### config.mk
export PLATFORM = sky130hd
export DESIGN_NAME = shadow_window_decoder
export DESIGN_NICKNAME = d
export VERILOG_FILES = /design/src/rtl/shadow_pkg.sv /design/src/rtl/shadow_ctl_regs.sv /design/src/rtl/shadow_seg_lookup.sv /design/src/rtl/shadow_seg_policy.sv /design/src/rtl/shadow_window_decoder.sv
export SDC_FILE = /design/constraint.sdc
export NUM_CORES = 1
export LEC_CHECK = 0
export ABC_AREA = 1
export ABC_CLOCK_PERIOD_IN_PS = 1300
export BUFFER_PORTS_ARGS = -buffer_cell sky130_fd_sc_hd__buf_2
export CAP_MARGIN = 10
export CORE_MARGIN = 10
export CORE_UTILIZATION = 30
export CTS_CLUSTER_DIAMETER = 80
export DETAILED_ROUTE_END_ITERATION = 8
export HOLD_SLACK_MARGIN = 0.02
export MAX_ROUTING_LAYER = met4
export PLACE_DENSITY = 0.6
export SLEW_MARGIN = 20
export SYNTH_ARGS = -nofsm -noshare
export SYNTH_HDL_FRONTEND = slang
export SYNTH_SLANG_ARGS = --single-unit
### constraint.sdc
create_clock -name clk -period 1.3 [get_ports clk]
set_input_delay 0.065 -clock clk [delete_from_list [all_inputs] [get_ports clk]]
set_output_delay 0.065 -clock clk [all_outputs]
set_load 0.05 [all_outputs]
### src/rtl/shadow_pkg.sv
package shadow_pkg;
  localparam int CTL_BYTES = 4;
  localparam int CTL_W     = 8;
  localparam logic [7:0] CTL_BASE_IDX = 8'h44;
  localparam logic [7:0] TOP_KEEP_MASK = 8'hCB;
  localparam int LANE_W = CTL_W / 2;

  typedef logic [CTL_W-1:0] ctl_byte_t;
  typedef ctl_byte_t [CTL_BYTES-1:0] ctl_bank_t;

  // Byte slot (offset from CTL_BASE_IDX) holding the enables of segment i:
  // the first group of four segments lives in the highest slot.
  function automatic int seg_slot(input int i);
    return (i / LANE_W) ^ (CTL_BYTES - 1);
  endfunction

  function automatic int seg_wr_bit(input int i);
    return i % LANE_W;
  endfunction

  function automatic int seg_rd_bit(input int i);
    return (i % LANE_W) + LANE_W;
  endfunction
endpackage

### src/rtl/shadow_ctl_regs.sv
module shadow_ctl_regs
  import shadow_pkg::*;
(
  input  logic        clk,
  input  logic        rst,
  input  logic        we,
  input  logic [7:0]  idx,
  input  logic [7:0]  wdata,
  output ctl_bank_t   ctl_q
);
  logic [7:0] offs;
  logic       hit;

  assign offs = idx - CTL_BASE_IDX;
  assign hit  = offs < 8'(CTL_BYTES);

  always_ff @(posedge clk) begin
    if (rst) begin
      ctl_q <= '0;
    end else if (we && hit) begin
      if (offs[1:0] == 2'd0)
        ctl_q[0] <= wdata & TOP_KEEP_MASK;
      else
        ctl_q[offs[1:0]] <= wdata;
    end
  end

  // bank is clear in the first cycle after reset
  p_reset_clear_r1: assert property (@(posedge clk) disable iff (rst)
    $past(rst) |-> (ctl_q == '0));

  // with no write strobe the bank holds
  p_hold_r10: assert property (@(posedge clk) disable iff (rst)
    (!$past(rst) && !$past(we)) |-> $stable(ctl_q));

  // a full-width slot is loaded on the sampling edge
  p_load_r10: assert property (@(posedge clk) disable iff (rst)
    (we && idx == CTL_BASE_IDX + 8'd3) |=> (ctl_q[3] == $past(wdata)));
endmodule

### src/rtl/shadow_seg_lookup.sv
module shadow_seg_lookup #(
  parameter int ADDR_W    = 32,
  parameter int SEG_COUNT = 12,
  parameter int SEG_SHIFT = 14,
  parameter int TOP_SHIFT = 16,
  parameter logic [ADDR_W-1:0] WIN_BASE = 32'h000C_0000
) (
  input  logic                 clk,
  input  logic                 rst,
  input  logic [ADDR_W-1:0]    addr,
  output logic [SEG_COUNT-1:0] seg_hit,
  output logic                 top_hit
);
  localparam logic [ADDR_W-1:0] SEG_SPAN = ADDR_W'(1) << SEG_SHIFT;
  localparam logic [ADDR_W-1:0] TOP_SPAN = ADDR_W'(1) << TOP_SHIFT;
  localparam logic [ADDR_W-1:0] TOP_BASE = WIN_BASE + ADDR_W'(SEG_COUNT) * SEG_SPAN;
  localparam logic [ADDR_W-1:0] TOP_END  = TOP_BASE + TOP_SPAN;

  for (genvar i = 0; i < SEG_COUNT; i++) begin : g_seg
    localparam logic [ADDR_W-1:0] LO = WIN_BASE + ADDR_W'(i) * SEG_SPAN;
    localparam logic [ADDR_W-1:0] HI = LO + SEG_SPAN;
    assign seg_hit[i] = (addr >= LO) && (addr < HI);
  end

  assign top_hit = (addr >= TOP_BASE) && (addr < TOP_END);

  // at most one region claims an address
  p_hit_onehot_r2: assert property (@(posedge clk) disable iff (rst)
    $onehot0({seg_hit, top_hit}));
endmodule

### src/rtl/shadow_seg_policy.sv
module shadow_seg_policy
  import shadow_pkg::*;
#(
  parameter int SEG_COUNT = 12
) (
  input  ctl_bank_t            ctl,
  input  logic [SEG_COUNT-1:0] seg_hit,
  input  logic                 top_hit,
  output logic                 rd_en,
  output logic                 wr_en
);
  logic [SEG_COUNT-1:0] rd_vec;
  logic [SEG_COUNT-1:0] wr_vec;

  for (genvar i = 0; i < SEG_COUNT; i++) begin : g_lane
    localparam int SLOT = seg_slot(i);
    localparam int WB   = seg_wr_bit(i);
    localparam int RB   = seg_rd_bit(i);
    assign wr_vec[i] = seg_hit[i] & ctl[SLOT][WB];
    assign rd_vec[i] = seg_hit[i] & ctl[SLOT][RB];
  end

  assign wr_en = (|wr_vec) | (top_hit & ctl[0][0]);
  assign rd_en = (|rd_vec) | (top_hit & ctl[0][1]);
endmodule

### src/rtl/shadow_window_decoder.sv
module shadow_window_decoder
  import shadow_pkg::*;
#(
  parameter int ADDR_W    = 32,
  parameter int SEG_COUNT = 12,
  parameter int SEG_SHIFT = 14,
  parameter int TOP_SHIFT = 16,
  parameter logic [ADDR_W-1:0] WIN_BASE = 32'h000C_0000
) (
  input  logic              clk,
  input  logic              rst,
  input  logic              cfg_we,
  input  logic [7:0]        cfg_idx,
  input  logic [7:0]        cfg_wdata,
  input  logic [ADDR_W-1:0] acc_addr,
  input  logic              acc_is_write,
  output logic              rd_internal,
  output logic              wr_internal
);
  ctl_bank_t            ctl_q;
  logic [SEG_COUNT-1:0] seg_hit;
  logic                 top_hit;
  logic                 rd_en;
  logic                 wr_en;

  shadow_ctl_regs u_regs (
    .clk   (clk),
    .rst   (rst),
    .we    (cfg_we),
    .idx   (cfg_idx),
    .wdata (cfg_wdata),
    .ctl_q (ctl_q)
  );

  shadow_seg_lookup #(
    .ADDR_W    (ADDR_W),
    .SEG_COUNT (SEG_COUNT),
    .SEG_SHIFT (SEG_SHIFT),
    .TOP_SHIFT (TOP_SHIFT),
    .WIN_BASE  (WIN_BASE)
  ) u_lookup (
    .clk     (clk),
    .rst     (rst),
    .addr    (acc_addr),
    .seg_hit (seg_hit),
    .top_hit (top_hit)
  );

  shadow_seg_policy #(
    .SEG_COUNT (SEG_COUNT)
  ) u_policy (
    .ctl     (ctl_q),
    .seg_hit (seg_hit),
    .top_hit (top_hit),
    .rd_en   (rd_en),
    .wr_en   (wr_en)
  );

  assign rd_internal = rd_en & ~acc_is_write;
  assign wr_internal = wr_en &  acc_is_write;

  // nothing outside the window is served internally
  p_outside_r7: assert property (@(posedge clk) disable iff (rst)
    !(|seg_hit || top_hit) |-> (!rd_internal && !wr_internal));

  // each flag only for its own direction
  p_dir_rd_r8: assert property (@(posedge clk) disable iff (rst)
    acc_is_write |-> !rd_internal);
  p_dir_wr_r8: assert property (@(posedge clk) disable iff (rst)
    !acc_is_write |-> !wr_internal);

  // bits outside the keep mask are never held in the top byte
  p_mask_r5: assert property (@(posedge clk) disable iff (rst)
    (ctl_q[0] & ~TOP_KEEP_MASK) == 8'h00);
endmodule

=== Word-level counts from Yosys, hierarchy flattened ===
Cells that the tools add are included.

* Logic and storage cells: 89
* Bits of input ports: 52
* Output and inout port bits: 2
* Register bits: 32

* Muxes and demuxes: 4
* Add/sub/neg operators: 1
* Bitwise operators: 32
* $lt $le $gt $ge: 29
* Reduce and logical (&&, ||, !) cells: 19

{| class="wikitable"
|+ Operator list
! cell !! number
|-
| 32-bit by 20-bit greater-or-equal comparator with 1-bit output, second input constant || 13
|-
| 32-bit by 20-bit < comparator with 1-bit output, second input constant || 12
|-
| 32-bit bitwise mux || 1
|-
| 32-bit by 21-bit < comparator with 1-bit output, second input constant || 1
|-
| 1-bit bitwise AND || 28
|-
| 12-bit OR reduction || 2
|-
| 8-bit demux with 2-bit select || 1
|-
| 8-bit two-way mux || 2
|-
| 1-bit logical AND || 15
|-
| 8-bit by 3-bit < comparator with 1-bit output, second input constant || 1
|-
| 8-bit by 7-bit subtractor with 8-bit output, second input constant || 1
|-
| 2-bit by 3-bit < comparator with 1-bit output, second input constant || 1
|-
| 2-bit by 1-bit greater-or-equal comparator with 1-bit output, second input constant || 1
|-
| 2-bit logical NOT || 1
|-
| 1-bit NOT || 2
|-
| 1-bit OR || 2
|-
| 2-bit AND reduction || 1
|}

=== Logic depth before layout (Yosys ltp) ===
* Word-level depth: 7
* Mapped depth: 14
* Depth with buffers taken out: 14

=== Hierarchy ===
A second synthesis with hierarchy kept.

* Cells, all modules: 397
* Area total of the unflattened synthesis: 2,353.5 µm²

{| class="wikitable"
|+ By module, submodules not included
! module !! instances !! cells an instance !! area an instance (µm²) !! sequential area each (µm²)
|-
| shadow_ctl_regs || 1 || 251 || 1,666.6 || 640.6
|-
| shadow_seg_lookup || 1 || 86 || 454.2 || 0.0
|-
| shadow_seg_policy || 1 || 56 || 217.7 || 0.0
|-
| shadow_window_decoder || 1 || 4 || 15.0 || 0.0
|}

=== Worst setup path after synthesis ===
OpenSTA, ideal clock, no wires.

* Kind: input port to output port
* Start point: input acc_addr[20]
* End point: output rd_internal
* Buffers on the path: 0
* Data required time: 1.235 ns
* Stages: 13
* Path slack: -0.382 ns
* Data arrival time: 1.617 ns
* Cell sequence: nor2_2 -> nand2_2 -> clkinv_4 -> nand2_1 -> nor2_2 -> nand2_1 -> nor2_1 -> nand2_1 -> nand2_1 -> nor2_1 -> nand2_1 -> nor2_1 -> nor2_1

* Word-level cells in the longest chain between the ends: 6
* Elaborated cells on any way between the ends: 55
* Those cells by class: 26 x order compare; 15 x bitwise; 14 x reduce/logical

{| class="wikitable"
|+ RTL lines
! what !! line !! source
|-
| start: declaration || shadow_window_decoder.sv:15 || <nowiki>input logic [ADDR_W-1:0] acc_addr,</nowiki>
|-
| 32-bit by 20-bit greater-or-equal comparator with 1-bit output / 32-bit by 20-bit < comparator with 1-bit output (equally long branches) || shadow_seg_lookup.sv:22 || <nowiki>assign seg_hit[i] = (addr >= LO) && (addr < HI);</nowiki>
|-
| 1-bit logical AND || shadow_seg_lookup.sv:22 ||
|-
| 1-bit bitwise AND || shadow_seg_policy.sv:20 || <nowiki>assign rd_vec[i] = seg_hit[i] & ctl[SLOT][RB];</nowiki>
|-
| 12-bit OR reduction || shadow_seg_policy.sv:24 || <nowiki>assign rd_en = (|rd_vec) | (top_hit & ctl[0][1]);</nowiki>
|-
| 1-bit OR * || shadow_seg_policy.sv:24 ||
|-
| 1-bit bitwise AND * || shadow_window_decoder.sv:59 || <nowiki>assign rd_internal = rd_en & ~acc_is_write;</nowiki>
|-
| end: declaration || shadow_window_decoder.sv:17 || <nowiki>output logic rd_internal,</nowiki>
|}

Mark *: on every way between the ends. The rest lies on a longest branch, timed or not.

=== Final worst setup path ===
* Start point: input acc_addr[20]
* End point: output wr_internal

* Word-level cells in the longest chain between the ends: 6
* Elaborated cells on any way between the ends: 55
* Those cells by class: 26 x order compare; 15 x bitwise; 14 x reduce/logical

{| class="wikitable"
|+ RTL lines
! what !! line !! source
|-
| 32-bit by 20-bit greater-or-equal comparator with 1-bit output / 32-bit by 20-bit < comparator with 1-bit output (equally long branches) || shadow_seg_lookup.sv:22 ||
|-
| 1-bit logical AND || shadow_seg_lookup.sv:22 ||
|-
| 1-bit bitwise AND || shadow_seg_policy.sv:19 || <nowiki>assign wr_vec[i] = seg_hit[i] & ctl[SLOT][WB];</nowiki>
|-
| 12-bit OR reduction || shadow_seg_policy.sv:23 || <nowiki>assign wr_en = (|wr_vec) | (top_hit & ctl[0][0]);</nowiki>
|-
| 1-bit OR * || shadow_seg_policy.sv:23 ||
|-
| 1-bit bitwise AND * || shadow_window_decoder.sv:60 || <nowiki>assign wr_internal = wr_en & acc_is_write;</nowiki>
|-
| end: declaration || shadow_window_decoder.sv:18 || <nowiki>output logic wr_internal</nowiki>
|}

Marked as above.

==> impl_metrics.ini <==
[global_routing]
grt-ovfl-total = 0
grt_pass1_wl_um = 9060
track_usage_pct = 11.2
grt_start_max_net_pins = 27
antenna_found_initial = 0
grt_pass1_vias = 1987

[cells_and_area]
drive_gt1_share_pct = 40.5
antenna_cells = 0
top_regs = u_regs.ctl_q: 26 flops
area_delta_synth_final_pct = 43.4
n_fill_cell = 602
fin_nets = 406
largest_reg_flops = 26
top_register = u_regs.ctl_q
finish.utilization_pct = 45.4

[clocking]
clock_sinks = 26
cts-root-buf = clkbuf_8
cts_buffers = 3
cts_tree = built
clk_pin_slew_ps = 80
cts_buffer_depth = 2
h-tree-depth = 1
insertion_delay_ps = 260

[placement]
place_congestion = 0.913
portBuffers = 53
hpwlAfterDp_um = 4270

[timing]
finalCritPeriodShare_pct = 122
whs_ps = 71.6
max_freq_mhz = 633
tightest_slew_ps = 529
drv_slew = 0
rsz0062_at_grt = true
setup_viol_count_final = 2
setup_tns_ps = -544
min_period_ps = 1580
finalClockSkew_ps = 0
setup_slack_ps = -280
slew_headroom_pct = 64.7
final_hold_viol_count = 0

[synth]
yosysSeqAreaShare_pct = 29.3
synthCells = 277
avgSynthCellArea_um2 = 6.41
synthesis.nets = 329
synth.distinct_cells = 27
ys_ff_latch = 26
yosysWarnings = 0
syn_area_um2 = 1780

[outcome]
status = complete, but fails checks
violations = setup timing

[setup_path]
r2r_slack_ps = 620
slowest_delay_ps = 170
worst-setup-path-type = input pin to output pin
worstSetupEndpointType = output pin
crit_slowest_cell = nor2_2
worstRegToRegCells = 2
arrival_ps = 1510
crit_fanout = 5
cp.required_ps = 1240
path_cells = buf_2 -> nor2_4 -> nand2_2 -> nor2_4 -> buf_4 -> nand4_1 -> nor2_2 -> nand2_1 -> nand2_1 -> nor2_1 -> nand2_1 -> nor2_2 -> nor2_4 -> buf_8
r2r_end = u_regs.ctl_q[15]
cp-start-kind = input pin
timing.rr.start = u_regs.ctl_q[15]

[floorplanning]
start_util_pct = 31.7
die_h_um = 96.9
io_pins = 54
rows = 27
core_area_um2 = 5610
die_w_um = 96.9
dieArea_um2 = 9400

[drt]
drc = 0
routed_via_density = 4.58
first_pass_iters = 4
ant_nets = 0
wirelength_um = 5210
drtIter0Drc = 79
wire_per_inst_um = 12.3
vias = 1945

[pwr]
p_leak_nw = 1.13
irDropWorstVdd_mv = 0.564
powerDensity_nw_per_um2 = 619

[hold_path]
hold_depth = 3
min_from = cfg_wdata[4]
holdPathEnd = u_regs.ctl_q[28]
hold_path_class = input pin to flip-flop

[job]
maxCapViolations = 0
==> worst max path at each step <==
stage,from,end,slack [ps]
5_1_grt,acc_addr[24],wr_internal,-410
3_3_place_gp,acc_addr[31],wr_internal,-390
2_1_floorplan,acc_addr[31],rd_internal,4
6_report,acc_addr[20],wr_internal,-280
4_1_cts,acc_addr[16],wr_internal,-230
3_5_place_dp,acc_addr[31],wr_internal,-400
==> layout make-up <==
| cell class | instances | area (um^2) | share of cell area, % |
|---|---|---|---|
| flip-flops and latches | 26 | 520 | 20.4 |
| inverters | 36 | 143 | 5.60 |
| well taps | 72 | 90.1 | 3.54 |
| multi-input cells | 209 | 1220 | 47.9 |
| repair buffers | 78 | 519 | 20.4 |
| clock buffers | 4 | 55.1 | 2.16 |
==> worst max-delay path, delay by kind of cell <==
| family | cells | cell delay, ps |
|---|---|---|
| AND/OR/NAND/NOR | 11 | 1060 |
| buffers and inverters | 3 | 390 |
==> stage by stage <==
step	setup slack [ps]	std cells	area, um^2	total power [mW]
6_report	-280	425	2550	1.58
5_1_grt	-405	425	2550	1.66
4_1_cts	-228	423	2500	1.60
3_5_place_dp	-401	417	2320	1.07
3_3_place_gp	-392	417	2320	1.06
2_1_floorplan	4.30	277	1830	0.917
==> repair_timing <==
action	in CTS	in global routing
gates resized for setup	26	9
setup buffers	1	2
hold buffers	0	0
pin swaps	23	10
gates cloned	1	0
setup endpoints to repair	2	2
==> cell usage in the layout, fill, tap and decap left out, types with 3 or more instances in the layout <==
cell       n
inv_2      5
buf_6      7
nand2_4    3
nand3_2    4
nand4_1   12
nand2_1   55
nand3_1   18
buf_4     24
buf_2     45
a211oi_2   6
nor2_2    14
inv_1     28
dfxtp_1   26
a211oi_1  14
nor2_1    46
nor3_1     5
nand2_2    8
a21oi_1    3
nor2_4    16
clkbuf_8   4
==> cells in the mapped netlist <==
master	number	share of area, %
nor3_1	5	1.4
nand4_1	12	4.2
inv_1	28	5.9
buf_4	1	0.42
a21oi_1	3	0.85
inv_2	6	1.3
clkinv_4	1	0.49
nor2_1	58	12
and2_0	1	0.35
nand3b_1	1	0.42
nand3_1	21	5.9
a211oi_1	14	5.9
dfxtp_1	26	29
nor2_2	13	4.6
nand2_1	61	13
nand3_2	1	0.56
nor2_4	4	2.5
buf_6	2	1.3
a211oi_2	6	4.2
clkbuf_2	1	0.28
buf_1	1	0.21
clkbuf_1	2	0.42
clkinv_1	1	0.21
nor4_4	1	1.2
or2_2	1	0.35
nand4_2	1	0.70
nand2_2	5	1.8
==> power by group <==
part / leakage (nW) / total [mW] / internal [mW] / switching [mW]
registers: 0.209 / 0.798 / 0.797 / 0.00113
logic: 0.889 / 0.275 / 0.127 / 0.149
clock network: 0.0288 / 0.502 / 0.270 / 0.232
total: 1.13 / 1.58 / 1.19 / 0.381
==> metal layers <==
metal  track usage, %  wire length [um]  up-vias
met2             17.8              2270       46
met4             2.48                55        0
met3             1.92               303        6
met5                -                 0        -
met1             14.5              2580      841
li1                 -                 -     1052
==> kinds of logic after synthesis <==
family,Yosys count,share of synthesized area (%)
and+or+nand+nor,185,49.2
DFF,26,29.3
buffers and inverters,43,10.5
AOI/OAI and AO/OA,23,11.0
Power figures use the tool's default switching activity.
